## config.mk

```make
export PLATFORM = sky130hd
export DESIGN_NAME = i2cm_host_regs
export DESIGN_NICKNAME = d
export VERILOG_FILES = /design/src/rtl/i2cm_pkg.sv /design/src/rtl/i2cm_ctrl_reg.sv /design/src/rtl/i2cm_status.sv /design/src/rtl/i2cm_data_regs.sv /design/src/rtl/i2cm_host_regs.sv
export SDC_FILE = /design/constraint.sdc
export NUM_CORES = 1
export LEC_CHECK = 0
export BUFFER_PORTS_ARGS = -buffer_cell sky130_fd_sc_hd__clkbuf_2
export CAP_MARGIN = 5
export CORE_ASPECT_RATIO = 1.75
export CORE_MARGIN = 10
export CORE_UTILIZATION = 35
export DETAILED_ROUTE_END_ITERATION = 16
export GPL_ROUTABILITY_DRIVEN = 0
export GPL_TIMING_DRIVEN = 0
export SLEW_MARGIN = 20
export SYNTH_ARGS = -nofsm -noshare
export SYNTH_HDL_FRONTEND = slang
export SYNTH_HIERARCHICAL = 1
export SYNTH_SLANG_ARGS = --single-unit
```

## constraint.sdc

```tcl
create_clock -name clk -period 1.5 [get_ports clk]
set_input_delay 0.3 -clock clk [delete_from_list [all_inputs] [get_ports clk]]
set_output_delay 0.3 -clock clk [all_outputs]
set_load 0.05 [all_outputs]
```

## src/rtl/i2cm_pkg.sv

```systemverilog
package i2cm_pkg;

    localparam int unsigned REG_AW = 3;

    typedef enum logic [REG_AW-1:0] {
        A_CTRL  = 3'd0,
        A_STAT  = 3'd1,
        A_DIVLO = 3'd2,
        A_DIVHI = 3'd3,
        A_TXD   = 3'd4,
        A_RXD   = 3'd5
    } reg_addr_e;

    // control word bit positions
    localparam int unsigned CB_NACK  = 7;
    localparam int unsigned CB_START = 6;
    localparam int unsigned CB_STOP  = 5;
    localparam int unsigned CB_RD    = 4;
    localparam int unsigned CB_WR    = 3;
    localparam int unsigned CB_IACK  = 2;
    localparam int unsigned CB_IEN   = 1;

    // status word bit positions
    localparam int unsigned SB_BUSY   = 2;
    localparam int unsigned SB_RXACK  = 1;
    localparam int unsigned SB_INTREQ = 0;

    typedef struct packed {
        logic start;
        logic stop;
        logic rd;
        logic wr;
        logic iack;
    } cmd_t;

endpackage

```

## src/rtl/i2cm_ctrl_reg.sv

```systemverilog
module i2cm_ctrl_reg
    import i2cm_pkg::*;
#(
    parameter int unsigned DW = 8
) (
    input  logic          clk,
    input  logic          rst_n,
    input  logic          wr_en,
    input  logic [DW-1:0] wdata,
    output cmd_t          cmd,
    output logic          nack_lvl,
    output logic          ien_lvl
);

    typedef struct packed {
        cmd_t cmd;
        logic nack;
        logic ien;
    } ctrl_state_t;

    ctrl_state_t s_d, s_q;

    logic unused_bit0;
    assign unused_bit0 = wdata[0];

    always_comb begin
        s_d     = s_q;
        s_d.cmd = '0;
        if (wr_en) begin
            s_d.cmd.start = wdata[CB_START];
            s_d.cmd.stop  = wdata[CB_STOP];
            s_d.cmd.rd    = wdata[CB_RD];
            s_d.cmd.wr    = wdata[CB_WR];
            s_d.cmd.iack  = wdata[CB_IACK];
            s_d.nack      = wdata[CB_NACK];
            s_d.ien       = wdata[CB_IEN];
        end
    end

    always_ff @(posedge clk or negedge rst_n) begin
        if (!rst_n) s_q <= '0;
        else        s_q <= s_d;
    end

    assign cmd      = s_q.cmd;
    assign nack_lvl = s_q.nack;
    assign ien_lvl  = s_q.ien;

endmodule

```

## src/rtl/i2cm_status.sv

```systemverilog
module i2cm_status (
    input  logic clk,
    input  logic rst_n,
    input  logic ctrl_wr,
    input  logic ack_req,
    input  logic eng_done,
    input  logic eng_rxack,
    output logic busy,
    output logic intreq,
    output logic rxack
);

    typedef struct packed {
        logic busy;
        logic intreq;
        logic rxack;
    } stat_state_t;

    stat_state_t s_d, s_q;

    always_comb begin
        s_d = s_q;
        // busy: a control write outranks a completion in the same cycle
        if (eng_done) s_d.busy = 1'b0;
        if (ctrl_wr)  s_d.busy = 1'b1;
        // interrupt request: a completion outranks an acknowledge
        if (ctrl_wr && ack_req) s_d.intreq = 1'b0;
        if (eng_done)           s_d.intreq = 1'b1;
        if (eng_done)           s_d.rxack  = eng_rxack;
    end

    always_ff @(posedge clk or negedge rst_n) begin
        if (!rst_n) s_q <= '0;
        else        s_q <= s_d;
    end

    assign busy   = s_q.busy;
    assign intreq = s_q.intreq;
    assign rxack  = s_q.rxack;

endmodule

```

## src/rtl/i2cm_data_regs.sv

```systemverilog
module i2cm_data_regs
    import i2cm_pkg::*;
#(
    parameter int unsigned DW = 8,
    parameter int unsigned DIV_BYTES = 2
) (
    input  logic                   clk,
    input  logic                   rst_n,
    input  logic                   wr_en,
    input  logic [REG_AW-1:0]      addr,
    input  logic [DW-1:0]          wdata,
    input  logic                   rx_valid,
    input  logic [DW-1:0]          rx_byte,
    output logic [DW*DIV_BYTES-1:0] div_val,
    output logic [DW-1:0]          tx_byte,
    output logic [DW-1:0]          rx_hold
);

    localparam int unsigned DIV_W = DW * DIV_BYTES;

    typedef struct packed {
        logic [DIV_W-1:0] div;
        logic [DW-1:0]    tx;
        logic [DW-1:0]    rx;
    } data_state_t;

    data_state_t s_d, s_q;

    always_comb begin
        s_d = s_q;
        if (wr_en) begin
            for (int i = 0; i < int'(DIV_BYTES); i++) begin
                if (addr == REG_AW'(int'(A_DIVLO) + i))
                    s_d.div[i*DW +: DW] = wdata;
            end
            if (addr == A_TXD) s_d.tx = wdata;
        end
        if (rx_valid) s_d.rx = rx_byte;
    end

    always_ff @(posedge clk or negedge rst_n) begin
        if (!rst_n) s_q <= '0;
        else        s_q <= s_d;
    end

    assign div_val = s_q.div;
    assign tx_byte = s_q.tx;
    assign rx_hold = s_q.rx;

endmodule

```

## src/rtl/i2cm_host_regs.sv

```systemverilog
module i2cm_host_regs
    import i2cm_pkg::*;
#(
    parameter int unsigned DW = 8,
    parameter int unsigned DIV_BYTES = 2
) (
    input  logic                    clk,
    input  logic                    rst_n,
    input  logic [2:0]              bus_addr,
    input  logic [DW-1:0]           bus_wdata,
    input  logic                    bus_wr,
    input  logic                    bus_rd,
    output logic [DW-1:0]           bus_rdata,
    input  logic                    eng_done,
    input  logic                    eng_rxack,
    input  logic                    eng_rxvalid,
    input  logic [DW-1:0]           eng_rxdata,
    output logic                    cmd_start,
    output logic                    cmd_stop,
    output logic                    cmd_read,
    output logic                    cmd_write,
    output logic                    cmd_nack,
    output logic [DW*DIV_BYTES-1:0] clk_div,
    output logic [DW-1:0]           tx_data,
    output logic                    irq_o
);

    localparam int unsigned DIV_W = DW * DIV_BYTES;

    logic    ctrl_wr;
    cmd_t    cmd;
    logic    ctrl_ien;
    logic    st_busy, st_intreq, st_rxack;
    logic [DW-1:0]    rx_byte;
    logic [DIV_W-1:0] div_val;
    logic [DW-1:0]    tx_byte;

    assign ctrl_wr = bus_wr && (bus_addr == A_CTRL);

    i2cm_ctrl_reg #(.DW(DW)) u_ctrl (
        .clk      (clk),
        .rst_n    (rst_n),
        .wr_en    (ctrl_wr),
        .wdata    (bus_wdata),
        .cmd      (cmd),
        .nack_lvl (cmd_nack),
        .ien_lvl  (ctrl_ien)
    );

    i2cm_status u_stat (
        .clk       (clk),
        .rst_n     (rst_n),
        .ctrl_wr   (ctrl_wr),
        .ack_req   (bus_wdata[CB_IACK]),
        .eng_done  (eng_done),
        .eng_rxack (eng_rxack),
        .busy      (st_busy),
        .intreq    (st_intreq),
        .rxack     (st_rxack)
    );

    i2cm_data_regs #(.DW(DW), .DIV_BYTES(DIV_BYTES)) u_data (
        .clk      (clk),
        .rst_n    (rst_n),
        .wr_en    (bus_wr),
        .addr     (bus_addr),
        .wdata    (bus_wdata),
        .rx_valid (eng_rxvalid),
        .rx_byte  (eng_rxdata),
        .div_val  (div_val),
        .tx_byte  (tx_byte),
        .rx_hold  (rx_byte)
    );

    logic unused_iack;
    assign unused_iack = cmd.iack;

    assign cmd_start = cmd.start;
    assign cmd_stop  = cmd.stop;
    assign cmd_read  = cmd.rd;
    assign cmd_write = cmd.wr;
    assign clk_div   = div_val;
    assign tx_data   = tx_byte;
    assign irq_o     = ctrl_ien & st_intreq;

    // read mux
    always_comb begin
        bus_rdata = '0;
        if (bus_rd) begin
            case (bus_addr)
                A_CTRL: begin
                    bus_rdata[CB_NACK] = cmd_nack;
                    bus_rdata[CB_IEN]  = ctrl_ien;
                end
                A_STAT: begin
                    bus_rdata[SB_BUSY]   = st_busy;
                    bus_rdata[SB_RXACK]  = st_rxack;
                    bus_rdata[SB_INTREQ] = st_intreq;
                end
                A_DIVLO: bus_rdata = div_val[DW-1:0];
                A_DIVHI: bus_rdata = div_val[DIV_W-1 -: DW];
                A_TXD:   bus_rdata = tx_byte;
                A_RXD:   bus_rdata = rx_byte;
                default: bus_rdata = '0;
            endcase
        end
    end

endmodule

```

# == Word-level counts from Yosys, hierarchy flattened ==
# Cells that the tools add are included.
# word_totals
inputBits,26
regBits,41
# classes
n_bitwise,1
muxes,11
n_reduce_logical,8
n_eq_ne,5
# ops
operator,n
$pmux W4 S4,1
$pmux W1 S5,3
$mux W8,1
$mux W7,1
$eq A3 B2 Y1 const B,2
$eq A3 B3 Y1 const B,2
$pmux W1 S6,1
$reduce_and A2 Y1,3
$mux W1,4
$reduce_bool A2 Y1,2
$eq A3 B1 Y1 const B,1
$logic_not A3 Y1,1
$logic_and A1 B1 Y1,2
$and A1 B1 Y1,1

# == Depth between registers and ports, before layout ==
# Gate-level depths: netlist of run 1.
# logic_depth
ltp_word,5
depth_mapped,6
ltp_nobuf,4

# == Modules after synthesis ==
# The synthesis of run 1 kept the hierarchy.
# by_module_without_submodules
module,cells_each,instances,seq_area_each_um2,area_per_inst_um2
i2cm_data_regs,70,1,800.8,1258.7
i2cm_host_regs,53,1,0.0,402.9
i2cm_ctrl_reg,14,1,175.2,235.2
i2cm_status,8,1,75.1,113.9

# == Worst setup path before layout of run 1 ==
# Ideal clock, no wire load.
# synth_path
path_kind,register -> output
startpoint,reg u_data.s_q (netlist bit u_data/div_val[9])
endpoint,out bus_rdata[1]
slack_ns,-0.974
n_path_buf,0
arrival_time_ns,2.174
path_stages_with_launch,4
required_time_ns,1.200
path_cell_list,dfrtp_1 mux4_2 a22oi_1 nor3b_1
# synth_between
elab_chain_len,2
# synth_lines
element,line,text
from (decl),i2cm_data_regs.sv:27,"data_state_t s_d, s_q;"
from (signal assigned),i2cm_data_regs.sv:42,if (!rst_n) s_q <= '0;
from (signal assigned),i2cm_data_regs.sv:43,else s_q <= s_d;
$pmux W1 S6,i2cm_host_regs.sv:90,case (bus_addr)
$mux W8,i2cm_host_regs.sv:89,if (bus_rd) begin
to (decl),i2cm_host_regs.sv:13,"output logic [DW-1:0] bus_rdata,"
# Every way passes these cells.

# == Final worst setup path of run 1 ==
# Same ends and word-level chain as after synthesis.

==> flow_metrics.py, run 1 <==
metrics = {
    "run_status": {
        "outcome": "complete, but fails checks",
        "violations": "negative setup slack",
    },
    "pwr": {
        "ir_drop_uv": 893,
        "powerDensity_nw_per_um2": 1200,
        "leakagePower_uw": 0.00144,
        "power.total_uw": 3730,
    },
    "critical_path": {
        "setup.worst_path.start_class": "flip-flop",
        "r2r_setup_slack_ns": 0.57,
        "r2r_cells": 2,
        "cp.arrival_ns": 1.64,
        "r2r_start": "u_data/tx_byte[6]$_DFFE_PN0P_",
        "path_class": "flip-flop to primary output",
        "cp.required_ns": 1.20,
        "critPathMaxFanout": 2,
        "endpoint_kind": "primary output",
        "r2r_end": "u_data/tx_byte[6]$_DFFE_PN0P_",
    },
    "clocking": {
        "cts_root_buffer": "clkbuf_8",
        "numCtsBuffers": 5,
        "htreeDepth": 2,
        "cts_tree": "done",
        "clk_pin_slew_worst_paths_ns": 0.08,
        "clkLatencyLatePin_ns": 0.29,
        "cts.sinks": 41,
        "cts_buffer_depth": 2,
    },
    "global_routing": {
        "use_met2_pct": 22.8,
        "grt_first_pass_wirelength_mm": 9.27,
        "use_met1_pct": 13.8,
        "grt_pass1_vias": 1663,
        "busiest_layer": "met2",
        "gr-usage-met3_pct": 3.39,
        "track_usage_pct": 12.6,
        "antenna_found_initial": 0,
        "grt_overflow": 0,
        "grt_max_degree": 42,
    },
    "detailed_routing": {
        "route.detailed.drc": 0,
        "route.final.wire_length_mm": 5.72,
        "viasPerCell": 4.76,
        "wl_per_cell_um": 17.9,
        "ant_nets": 0,
        "drt-pass1-iter-count": 3,
        "drt_iter0_markers": 31,
        "vias": 1518,
    },
    "yosys": {
        "synth_fp_nets": 170,
        "synth-warning-count": 6,
        "syn_area_per_cell_um2": 13.8,
        "syn_inst": 143,
        "netlist_area_um2": 1980,
    },
    "floorplanning": {
        "coreArea_um2": 5540,
        "die_h_um": 119,
        "start_util_pct": 35.7,
        "die_area_um2": 9180,
        "boundaryPins": 64,
        "die_x_um": 76.8,
        "row_count": 36,
    },
    "sta": {
        "hold_violations": 0,
        "skew_ns": 0,
        "rsz0062_at_grt": "yes",
        "fmax_ghz": 0.514,
        "slew-limit-headroom_pct": 38.6,
        "slew_viol_final": 0,
        "tns_ns": -1.72,
        "period_needed_ns": 1.94,
        "period_share_pct": 130,
        "setup_slack_ns": -0.444,
        "tightestPinTransition_ns": 0.921,
        "setup_violations": 8,
    },
    "hold_path": {
        "hold_class": "primary input to async pin",
    },
    "final_layout": {
        "fin_area_um2": 3100,
        "diodes": 0,
        "nFillCells": 501,
        "layout_common_cells": "49 x clkbuf_2, 31 x buf_4, 27 x mux2_2",
        "layout.cells.most_common": "clkbuf_2",
        "drive_gt1_share_pct": 81.1,
        "final_core_util_pct": 56.0,
        "area.growth.synth_to_final_pct": 56.8,
        "nNetsFinal": 269,
    },
    "placed_design": {
        "port_buffers": 62,
        "placed_area_um2": 2530,
        "dp_hpwl_mm": 4.15,
    },
    "run": {
        "max-cap-violations": 0,
    },
}
==> per-layer routing <==
layer,vias to the layer above,share of wire (%)
li1,720,-
met1,751,41
met2,41,53
met3,6,4.6
met4,0,1.3
met5,-,0
==> flip-flops by register name, summed over array words and instances (netlist names) <==
| register | cells |
|---|---|
| u_data/tx_byte | 8 |
| u_stat/rxack | 1 |
| u_data/div_val | 16 |
| u_stat/busy | 1 |
| u_stat/intreq | 1 |
| u_ctrl/cmd | 4 |
| u_data/rx_hold | 8 |
| u_ctrl/ien_lvl | 1 |
| u_ctrl/nack_lvl | 1 |
==> metrics by stage <==
step / setup WS [ns] / hold WS [ns] / instances
final: -0.444 / 0.134 / 319
after global routing: -0.481 / 0.205 / 319
after floorplan: -0.178 / 0.00441 / 143
after detailed placement: -0.651 / 0.466 / 281
after global placement: -0.640 / 0.466 / 281
after CTS: -0.483 / 0.221 / 312
==> where the power goes <==
group | internal [µW] | switching [µW] | leakage, µW
Sequential | 1310 | 135 | 0.000473
Clock | 323 | 393 | 0.0000450
Combinational | 607 | 961 | 0.000921
==> worst max-delay path: stages, from the launching register on <==
cell and delay, ns:
dfrtp_2 0.40, mux4_2 0.47, a22oi_2 0.24, nor3b_4 0.08, buf_8 0.15
==> worst max-delay path by stage <==
| stage | to | depth (start not counted) | startpoint |
|---|---|---|---|
| finish | bus_rdata[1] | 4 | u_data/div_val[9]$_DFFE_PN0P_ |
| global route | bus_rdata[1] | 4 | u_data/div_val[1]$_DFFE_PN0P_ |
| CTS | bus_rdata[1] | 4 | u_data/div_val[9]$_DFFE_PN0P_ |
| detailed placement | bus_rdata[2] | 6 | bus_addr[1] |
| global placement | bus_rdata[2] | 6 | bus_addr[1] |
| floorplan | bus_rdata[1] | 3 | u_data/div_val[9]$_DFFE_PN0P_ |
==> layout make-up <==
cell class	instances	area (µm²)	share of cell area (%)
clock inverters	2	10.0	0.323
well taps	76	95.1	3.07
plain buffers	6	73.8	2.38
clock buffers	6	72.6	2.34
repair buffers	93	708	22.8
multi-input cells	93	1080	34.9
flip-flops and latches	41	1050	33.9
inverters	2	7.51	0.242
==> repair_timing <==
action                     4_1_cts  5_1_grt
setup endpoints to repair       10        9
hold buffers                     0        0
gates resized for setup         48       13
setup buffers                   23        8
cloned                           0        0
pin swaps                        7        9
(Power assumes the default switching activity.)
==> inputs of run 2 (changes only) <==
- BUFFER_PORTS_ARGS: -buffer_cell sky130_fd_sc_hd__clkbuf_2 -> default
- DONT_BUFFER_PORTS: default -> 1
==> run 2 against run 1 <==
  * The run still ends with negative setup slack left
  * Utilization is 13 points lower
  * Clock skew stayed put
  * Critical path depth is 1 lower
  * Sequential cell count stayed put
  * Combinational power is 64% lower
  * Global-route usage is 0.65 points lower
  * Worst hold slack worse by 0.028 ns
  * Critical path type unchanged
  * Highest routed layer unchanged
==> flow_metrics.py, run 2 (synthesis results as in run 1) <==
metrics = {
    "run_status": {
        "outcome": "complete, but fails checks",
        "violations": "negative setup slack",
    },
    "sta": {
        "tightestPinTransition_ns": 0.642,
        "skew_ns": 0,
        "fmax_ghz": 0.486,
        "slew_viol_final": 0,
        "period_share_pct": 137,
        "setup_slack_ns": -0.556,
        "period_needed_ns": 2.06,
        "slew-limit-headroom_pct": 57.1,
        "setup_violations": 8,
        "hold_violations": 0,
        "rsz0062_at_grt": "yes",
    },
    "critical_path": {
        "cp.required_ns": 1.20,
        "endpoint_kind": "primary output",
        "critPathMaxFanout": 3,
        "r2r_start": "u_data/tx_byte[1]$_DFFE_PN0P_",
        "cp.arrival_ns": 1.76,
        "r2r_end": "u_data/tx_byte[1]$_DFFE_PN0P_",
        "path_class": "flip-flop to primary output",
        "r2r_cells": 1,
        "r2r_setup_slack_ns": 0.54,
        "setup.worst_path.start_class": "flip-flop",
    },
    "hold_path": {
        "whs_path_depth": 1,
        "holdPathEnd": "u_stat/intreq$_DFFE_PN0P_",
        "hold_class": "primary input to flip-flop",
        "hp-start": "eng_done",
    },
    "clocking": {
        "cts.sinks": 41,
        "clkLatencyLatePin_ns": 0.29,
        "cts_buffer_depth": 2,
        "postCtsSetupRepairBufs": 0,
        "numCtsBuffers": 5,
        "htreeDepth": 2,
        "cts_root_buffer": "clkbuf_8",
        "cts_tree": "done",
        "clk_pin_slew_worst_paths_ns": 0.07,
    },
    "floorplanning": {
        "die_x_um": 76.8,
        "coreArea_um2": 5540,
        "start_util_pct": 35.7,
        "die_h_um": 119,
        "row_count": 36,
        "die_area_um2": 9180,
        "boundaryPins": 64,
    },
    "detailed_routing": {
        "wl_per_cell_um": 24.0,
        "vias": 1219,
        "ant_nets": 0,
        "drt-pass1-iter-count": 3,
        "viasPerCell": 5.32,
        "drt_iter0_markers": 72,
        "route.final.wire_length_mm": 5.50,
        "route.detailed.drc": 0,
    },
    "pwr": {
        "ir_drop_uv": 840,
        "powerDensity_nw_per_um2": 1410,
        "leakagePower_uw": 0.000964,
    },
    "final_layout": {
        "nNetsFinal": 179,
        "area.growth.synth_to_final_pct": 19.9,
        "diodes": 0,
        "layout_common_cells": "28 x mux2_2, 25 x dfrtp_2, 16 x dfrtp_1",
        "final_core_util_pct": 42.8,
        "fin_cells": 229,
        "largest_reg_flops": 16,
        "layout.cells.most_common": "mux2_2",
        "drive_gt1_share_pct": 66.0,
    },
    "placed_design": {
        "port_buffers": 0,
        "dp_hpwl_mm": 4.26,
        "dp_cells": 219,
    },
    "global_routing": {
        "grt_first_pass_wirelength_mm": 8.40,
        "track_usage_pct": 12.0,
        "antenna_found_initial": 0,
        "grt_pass1_vias": 1373,
        "grt_overflow": 0,
        "grt_max_degree": 42,
    },
    "run": {
        "max-cap-violations": 0,
    },
}
## run 2: cell types whose count changed in the layout (fill, tap and decap cells not counted), moves of 5 or more
cell,delta
buf_4,-30
buf_8,-5
clkbuf_16,-5
clkbuf_2,-49
dfrtp_1,-5
dfrtp_2,+5
## run 2: report_power, final
part	switching, µW	leakage, µW	internal, µW
Clock	363	0.0000455	375
Combinational	263	0.000451	301
Sequential	734	0.000468	1310
## run 2: repair_timing
item,4_1_cts,5_1_grt
cloned,0,0
endpoints found under the setup margin,8,8
resized for setup,12,0
hold buffers,2,0
hold endpoints to repair,41,0
pin swaps,4,5
## run 2: how the worst max path moves through the flow
stage,startpoint,endpoint,slack (ns),depth (start not counted)
after floorplan,u_data/div_val[9]$_DFFE_PN0P_,bus_rdata[1],-0.18,3
after global routing,u_data/div_val[1]$_DFFE_PN0P_,bus_rdata[1],-0.63,3
after global placement,u_data/div_val[9]$_DFFE_PN0P_,bus_rdata[1],-0.26,3
final,u_data/div_val[1]$_DFFE_PN0P_,bus_rdata[1],-0.56,3
after detailed placement,u_data/div_val[1]$_DFFE_PN0P_,bus_rdata[1],-0.27,3
after CTS,u_data/div_val[1]$_DFFE_PN0P_,bus_rdata[1],-0.57,3
## run 2: metrics by stage
stage	hold slack (ns)	instance area (µm²)	power (µW)	setup TNS [ns]	worst slack, ns
3_5_place_dp	0.00616	2220	2590	-1.77	-0.265
6_report	0.106	2370	3350	-2.63	-0.556
4_1_cts	0.0983	2370	3400	-2.76	-0.572
5_1_grt	0.0894	2370	3490	-3.08	-0.628
3_3_place_gp	0.00604	2220	2560	-1.64	-0.258
2_1_floorplan	0.00441	2120	2440	-0.498	-0.178
## run 2: area by class of cell
type                    count  area [µm²]
fillers                   523        3170
plain buffers               7        66.3
clock buffers               8        90.1
multi-input cells          93        1020
inverters                   2        7.51
flip-flops and latches     41        1060
repair buffers              2        30.0
well taps                  76        95.1
## run 2: routing by layer
metal	vias to the layer above	routed length [µm]	track usage, %
met5	-	0	0
met4	0	146	5.37
met3	11	529	6.02
met2	45	2940	21.3
met1	620	1890	11.1
li1	543	-	-
## run 2: worst max-delay path: stages, from the launching register on
cell     delay [ns]
dfrtp_2        0.55
mux4_2         0.30
a22oi_2        0.10
nor3b_4        0.53
